===== src/rtl/edge_rate_pkg.sv =====
package edge_rate_pkg;
  // Width of a counter that must hold values 0..n-1 (at least 1 bit)
  function automatic int cnt_width(input int n);
    return (n <= 2) ? 1 : $clog2(n);
  endfunction
endpackage


===== src/rtl/period_strobe.sv =====
module period_strobe
  import edge_rate_pkg::*;
#(
  parameter int PERIOD = 100
) (
  input  logic clk,
  input  logic rst,
  output logic strobe
);
  localparam int W = cnt_width(PERIOD);
  localparam logic [W-1:0] LAST = W'(PERIOD - 1);

  logic [W-1:0] phase_q;

  always_ff @(posedge clk) begin
    if (rst) begin
      phase_q <= '0;
      strobe  <= 1'b0;
    end else if (phase_q == LAST) begin
      phase_q <= '0;
      strobe  <= 1'b1;
    end else begin
      phase_q <= phase_q + 1'b1;
      strobe  <= 1'b0;
    end
  end
endmodule


===== src/rtl/level_filter.sv =====
module level_filter
  import edge_rate_pkg::*;
#(
  parameter int FILT_LEN = 3
) (
  input  logic clk,
  input  logic rst,
  input  logic raw_in,
  input  logic samp_en,
  output logic stable_o,
  output logic edge_o
);
  localparam int RW = cnt_width(FILT_LEN);
  localparam logic [RW-1:0] RUN_LAST = RW'(FILT_LEN - 1);

  logic [1:0]    sync_q;
  logic [RW-1:0] run_q;

  always_ff @(posedge clk) begin
    if (rst) sync_q <= 2'b00;
    else     sync_q <= {sync_q[0], raw_in};
  end

  always_ff @(posedge clk) begin
    if (rst) begin
      run_q    <= '0;
      stable_o <= 1'b0;
      edge_o   <= 1'b0;
    end else begin
      edge_o <= 1'b0;
      if (samp_en) begin
        if (sync_q[1] != stable_o) begin
          if (run_q == RUN_LAST) begin
            stable_o <= sync_q[1];
            edge_o   <= 1'b1;
            run_q    <= '0;
          end else begin
            run_q <= run_q + 1'b1;
          end
        end else begin
          run_q <= '0;
        end
      end
    end
  end
endmodule


===== src/rtl/edge_rate_counter.sv =====
module edge_rate_counter
  import edge_rate_pkg::*;
#(
  parameter int SAMPLE_DIV    = 100,
  parameter int WINDOW_CYCLES = 400000,
  parameter int FILT_LEN      = 3,
  parameter int CNT_W         = 16
) (
  input  logic             clk,
  input  logic             rst,
  input  logic             enc_in,
  output logic [CNT_W-1:0] rate_count,
  output logic             rate_valid
);
  localparam logic [CNT_W-1:0] CNT_MAX = {CNT_W{1'b1}};

  logic samp_tick;
  logic win_tick;
  logic stable_lvl;
  logic lvl_edge;
  logic [CNT_W-1:0] edge_cnt;

  period_strobe #(.PERIOD(SAMPLE_DIV)) u_samp (
    .clk(clk), .rst(rst), .strobe(samp_tick)
  );

  period_strobe #(.PERIOD(WINDOW_CYCLES)) u_win (
    .clk(clk), .rst(rst), .strobe(win_tick)
  );

  level_filter #(.FILT_LEN(FILT_LEN)) u_filt (
    .clk(clk), .rst(rst), .raw_in(enc_in), .samp_en(samp_tick),
    .stable_o(stable_lvl), .edge_o(lvl_edge)
  );

  always_ff @(posedge clk) begin
    if (rst) begin
      edge_cnt   <= '0;
      rate_count <= '0;
      rate_valid <= 1'b0;
    end else if (win_tick) begin
      rate_count <= edge_cnt;
      rate_valid <= 1'b1;
      edge_cnt   <= lvl_edge ? CNT_W'(1) : '0;
    end else begin
      rate_valid <= 1'b0;
      if (lvl_edge && edge_cnt != CNT_MAX) edge_cnt <= edge_cnt + 1'b1;
    end
  end
endmodule


===== config.mk =====
export PLATFORM = sky130hd
export DESIGN_NAME = edge_rate_counter
export DESIGN_NICKNAME = d
export VERILOG_FILES = /design/src/rtl/edge_rate_pkg.sv /design/src/rtl/period_strobe.sv /design/src/rtl/level_filter.sv /design/src/rtl/edge_rate_counter.sv
export SDC_FILE = /design/constraint.sdc
export NUM_CORES = 1
export LEC_CHECK = 0
export ABC_AREA = 1
export BUFFER_PORTS_ARGS = -buffer_cell sky130_fd_sc_hd__clkbuf_2
export CORE_MARGIN = 2
export CORE_UTILIZATION = 41
export CTS_BUF_LIST = sky130_fd_sc_hd__clkbuf_8
export DETAILED_ROUTE_END_ITERATION = 7
export HOLD_SLACK_MARGIN = 0.08
export PLACE_DENSITY_LB_ADDON = 0.15
export SETUP_SLACK_MARGIN = 0.02
export SYNTH_ARGS = -nofsm -noshare
export SYNTH_HDL_FRONTEND = slang
export SYNTH_SLANG_ARGS = --single-unit

===== constraint.sdc =====
create_clock -name clk -period 1.65 [get_ports clk]
set_input_delay 0.33 -clock clk [delete_from_list [all_inputs] [get_ports clk]]
set_output_delay 0.33 -clock clk [all_outputs]
set_load 0.005 [all_outputs]

[Word-level counts from Yosys, hierarchy flattened]
Index checks and enable logic that the tools add are counted.
Cells by class
  multiplexer cells: 9
  bitwise gates (word level): 2
  $add $sub $neg: 4
  reductions and logical operators: 6
  equality and inequality tests: 5
Operator list (count)
  16-bit 2-to-1 mux: 2
  19-bit by 1-bit adder with 19-bit output, second input constant: 1
  19-bit equality test, second input constant: 1
  16-bit by 1-bit adder with 16-bit output, second input constant: 1
  16-bit != test, second input constant: 1
  7-bit by 1-bit adder with 7-bit output, second input constant: 1
  7-bit equality test, second input constant: 1
  1-bit 2-to-1 mux: 5
  2-bit 2-to-1 mux: 2
  2-bit OR reduction: 2
  3-bit AND reduction: 1
  3-bit OR reduction: 1
  2-bit by 1-bit adder with 2-bit output, second input constant: 1
  2-bit equality test, second input constant: 1
  1-bit inverter: 2
  2-bit nonzero test: 1
  1-bit logical AND: 1
  1-bit != test: 1
Word-level totals
  input port bits: 3
  flip-flop bits (word level): 67
  output and inout bits: 17
  logic and storage cells: 37

[Logic depth before layout (Yosys ltp)]
  depth in word-level cells: 4
  mapped depth: 10
  gate-level depth less buffers: 9

[By module]
A second synthesis with hierarchy kept.
Second synthesis, totals
  cell total of the unflattened synthesis: 438
  area, all modules: 3194.3 µm²
By module, submodules not included
  edge_rate_counter: cells an instance 213, instances 1, seq. area each 660.6 µm², area an instance 1530.2 µm²
  period_strobe (u_win): cells an instance 145, instances 1, seq. area each 400.4 µm², area an instance 1057.3 µm²
  period_strobe (u_samp): cells an instance 50, instances 1, seq. area each 160.2 µm², area an instance 372.9 µm²
  level_filter: cells an instance 30, instances 1, seq. area each 120.1 µm², area an instance 234.0 µm²

[Least setup slack after synthesis]
Ideal clock, no wire load.
  path kind: register to register
  from: register edge_cnt[0]
  to: register edge_cnt[13]
  stages on the path, launching flop included: 10
  slack: 0.217 ns
  required time: 1.535 ns
  arrival: 1.318 ns
  path buffers: 1
  setup time: 0.115 ns
  clock period less this slack: 1.433 ns
  path through: dfxtp_1 -> ha_1 -> nand2_1 -> nor2_2 -> nand2_2 -> nor2_1 -> nor2_2 -> buf_6 -> a21oi_1 -> nor2_1
On the way
  word-level cells in the longest chain between the ends: 3
  elaborated cells between the ends (all ways): 6
  classes of those cells: 1 x add/sub; 1 x eq/ne; 2 x mux; 2 x reduce/logical
Ends and longest elaborated chain
  start, declared: RTL line edge_rate_counter.sv:21  | logic [CNT_W-1:0] edge_cnt;
  start signal, assigned: RTL line edge_rate_counter.sv:44  | edge_cnt <= lvl_edge ? CNT_W'(1) : '0;
  start signal, assigned: RTL line edge_rate_counter.sv:47  | if (lvl_edge && edge_cnt != CNT_MAX) edge_cnt <= edge_cnt + 1'b1;
  16-bit by 1-bit adder with 16-bit output / 16-bit != test (equally long branches): RTL line edge_rate_counter.sv:47
  16-bit 2-to-1 mux / 1-bit logical AND (equally long branches): RTL line edge_rate_counter.sv:47
  16-bit 2-to-1 mux / 2-bit nonzero test (equally long branches)
Several ways; a longest one is shown, not always the timed one. The select of a mux whose other input is x is not followed.
A chain may end at the register's enable or synchronous reset.

[Worst setup path after layout]
  from: register edge_cnt[0]
  to: register edge_cnt[15]
The elaborated chain is that of the path after synthesis.

==> results.py <==
metrics = {
    "finish": {
        "final_cells": 548,
        "final_core_util_pct": 50.4,
        "final_common_cell": "nand2_1",
        "fin_nets": 454,
        "regArea_sq_mm": 0.00134,
        "layout_common_cells": "95 x nand2_1, 66 x dfxtp_1, 65 x nor2_1, 40 x inv_1, 34 x nand3_1",
        "areaGrowthSynthToFinish_pct": 17.0,
        "fillers": 682,
        "diodes": 0,
        "drive_gt1_share_pct": 15.0,
        "multi_input_area_sq_mm": 0.00143,
    },
    "floorplan": {
        "coreArea_sq_mm": 0.00687,
        "die_h_um": 88.9,
        "io_pins": 20,
        "placementRows": 30,
        "initial_core_util_pct": 43.1,
        "die_w_um": 88.9,
        "dieArea_sq_mm": 0.00791,
    },
    "timing": {
        "skew_ns": 0.00613,
        "hold_viol_final": 0,
        "finalCriticalPeriod_ns": 1.49,
        "setup_viol": 0,
        "relSlewSlack_pct": 67.2,
        "final_min_period_over_clock_period_pct": 90.0,
        "setup_slack_ns": 0.164,
        "slew_viol_final": 0,
        "tightestPinTransition_ns": 0.488,
        "rsz0062_at_grt": "yes",
        "max_freq_ghz": 0.673,
        "hold_ws_ns": 0.179,
    },
    "clock_network": {
        "numCtsBuffers": 9,
        "cts_tree": "done",
        "cts.sinks": 67,
        "clkLatencyLatePin_ns": 0.34,
        "clk_path_buf_depth": 2,
        "root_buffer": "clkbuf_8",
        "htreeDepth": 3,
        "cts_setup_buffers": 0,
        "clk_pin_slew_worst_paths_ns": 0.07,
    },
    "logic_synthesis": {
        "avgSynthCellArea_sq_um": 7.21,
        "netlist_top_cells_area": "dfxtp_1 45%, nand2_1 12%, nor2_1 8.5%, nand3_1 5.8%, a21oi_1 4.9%",
        "syn_nets": 416,
        "syn_area_sq_mm": 0.00296,
        "syn-instance-count": 410,
        "synth_top_area_share_pct": 45.3,
        "synth.ff_latch_count": 67,
        "ys_types": 25,
        "ys.warnings.count": 0,
        "yosys.area.top_type": "dfxtp_1",
        "seq_area_frac_synth_pct": 45.3,
    },
    "critical_path": {
        "r2r_end": "edge_cnt[15]",
        "r2r_cells": 9,
        "worst_ep_required_time_ns": 1.89,
        "setup.worst_path.start_class": "flip-flop",
        "rr_startpoint": "edge_cnt[0]",
        "worstSetupEndpointType": "flip-flop",
        "reg2reg_slack_ns": 0.16,
        "critical_path.max_fanout": 14,
        "critical_path_class": "reg2reg",
        "critPathArrivalTime_ns": 1.72,
        "crit_path_start": "edge_cnt[0]",
        "crit_end": "edge_cnt[15]",
    },
    "detailed_routing": {
        "drt_iter0_markers": 92,
        "wire_per_inst_um": 11.2,
        "wirelength_um": 6120,
        "ant_nets": 0,
        "num_vias": 2612,
        "via_per_inst": 4.77,
        "drc": 0,
        "first_pass_iters": 4,
    },
    "power": {
        "p_switching_w": 0.000647,
        "leakagePower_nw": 1.28,
        "power.share.sequential_pct": 53.5,
        "switching_share_pct": 21.1,
        "p_int_w": 0.00242,
        "vdd_drop_max_mv": 0.364,
        "pwr-share-comb_pct": 2.6,
        "p_per_area_mw_per_mm2": 886,
        "power_frac_clock_pct": 43.9,
    },
    "place": {
        "gp_congestion": 0.885,
        "port-buffer-count": 19,
        "dpl.cell_count": 533,
        "dpl_worst_slack_ns": -0.0175,
        "dp.final_hpwl_um": 4490,
    },
    "global_route": {
        "grt_max_degree": 22,
        "grtUsageTotal_pct": 17.3,
        "grt_pass1_vias": 2430,
        "antenna_found_initial": 0,
        "grt_overflow": 0,
        "grt_pass1_wl_um": 10700,
    },
    "worst_hold_path": {
        "hold_path.class": "in2reg",
        "holdPathStages": 3,
    },
    "job": {
        "max_cap_viol_count": 0,
    },
    "outcome": {
        "status": "finished, final reports clean",
    },
}
==> sequential cells by signal, indices dropped and copies added (netlist names), 2 cells and up <==
name	count
edge_cnt	16
rate_count	16
u_filt.run_q	2
u_filt.sync_q	2
u_samp.phase_q	7
u_win.phase_q	19
==> synth_stat cells <==
library cell and number:
nand3_2 2, nand4_1 9, nor2_2 4, nor3_1 6
buf_6 3, nand2_1 96, inv_2 1, nand2_2 2
a22o_1 6, xor2_1 7, o21a_1 1, nand3b_1 2
o21ai_2 1, inv_1 38, buf_2 2, nand3_1 34
nor3_2 1, dfxtp_1 67, a21oi_1 29, or2_2 5
xnor2_1 4, o21ai_0 17, ha_1 3, clkbuf_1 3
nor2_1 67
==> metrics by stage <==
step | power (W) | TNS, ns | instance area, sq um
after floorplan | 0.00173 | 0 | 2960
after global placement | 0.00176 | -0.00849 | 3250
after detailed placement | 0.00176 | -0.0566 | 3250
after CTS | 0.00311 | 0 | 3450
after global routing | 0.00320 | -0.0274 | 3460
final | 0.00307 | 0 | 3460
==> worst min-delay path by stage <==
stage	from	to	slack, ns
after floorplan	u_filt.sync_q[0]	u_filt.sync_q[1]	0.39
after global placement	u_filt.sync_q[0]	u_filt.sync_q[1]	0.39
after detailed placement	u_filt.sync_q[0]	u_filt.sync_q[1]	0.39
after CTS	enc_in	u_filt.sync_q[0]	0.17
after global routing	enc_in	u_filt.sync_q[0]	0.18
final	enc_in	u_filt.sync_q[0]	0.18
==> layout make-up <==
class                   instances  share of cell area [%]
well taps                      96                    3.47
clock inverters                 4                    1.23
clock buffers                  11                    4.37
inverters                      39                    4.23
repair buffers                 35                    6.69
flip-flops and latches         67                    38.8
multi-input cells             296                    41.2
==> repair_timing <==
| action | 4_1_cts | 5_1_grt |
|---|---|---|
| hold endpoints to repair | 0 | 0 |
| resized for setup | 1 | 5 |
| hold buffers | 0 | 0 |
| setup endpoints to repair | 11 | 19 |
| cloned | 0 | 0 |
==> cells by family (layout without fill, tap and decap cells) <==
group / after synthesis / after routing / share of synthesized area (%)
buffers and inverters: 47 / 89 / 6.81
DFF: 67 / 67 / 45.3
and+or+nand+nor: 228 / 228 / 33.2
AOI/OAI and AO/OA: 54 / 54 / 10.1
adders and majority gates: 3 / 3 / 1.27
xor gates and xnor gates: 11 / 11 / 3.26
==> power by group through the flow <==
| stage | Combinational (W) | Clock (W) | Sequential (W) |
|---|---|---|---|
| 6_report | 0.0000796 | 0.00135 | 0.00164 |
| 5_1_grt | 0.0000897 | 0.00147 | 0.00164 |
| 4_1_cts | 0.0000811 | 0.00139 | 0.00164 |
| 3_5_place_dp | 0.0000810 | 0 | 0.00168 |
| 3_3_place_gp | 0.0000811 | 0 | 0.00168 |
| 2_1_floorplan | 0.0000526 | 0 | 0.00168 |
==> per-layer routing <==
layer / wire length (um) / GRT usage [%] / up-vias
met5: 0 / 0 / -
met4: 132 / 9.50 / 0
met3: 162 / 3.23 / 12
met2: 2870 / 28.4 / 35
met1: 2960 / 21.4 / 1162
li1: - / - / 1403
==> critical path, cell delays in order, from the launching register on <==
cell	delay, ns
dfxtp_2	0.34
ha_1	0.21
nand2_1	0.10
nor2_2	0.05
nand2_2	0.08
nor2_1	0.07
nor2_4	0.29
nand3_1	0.12
nand2_1	0.08
nor2_1	0.04
Power figures use the tool's default switching activity.
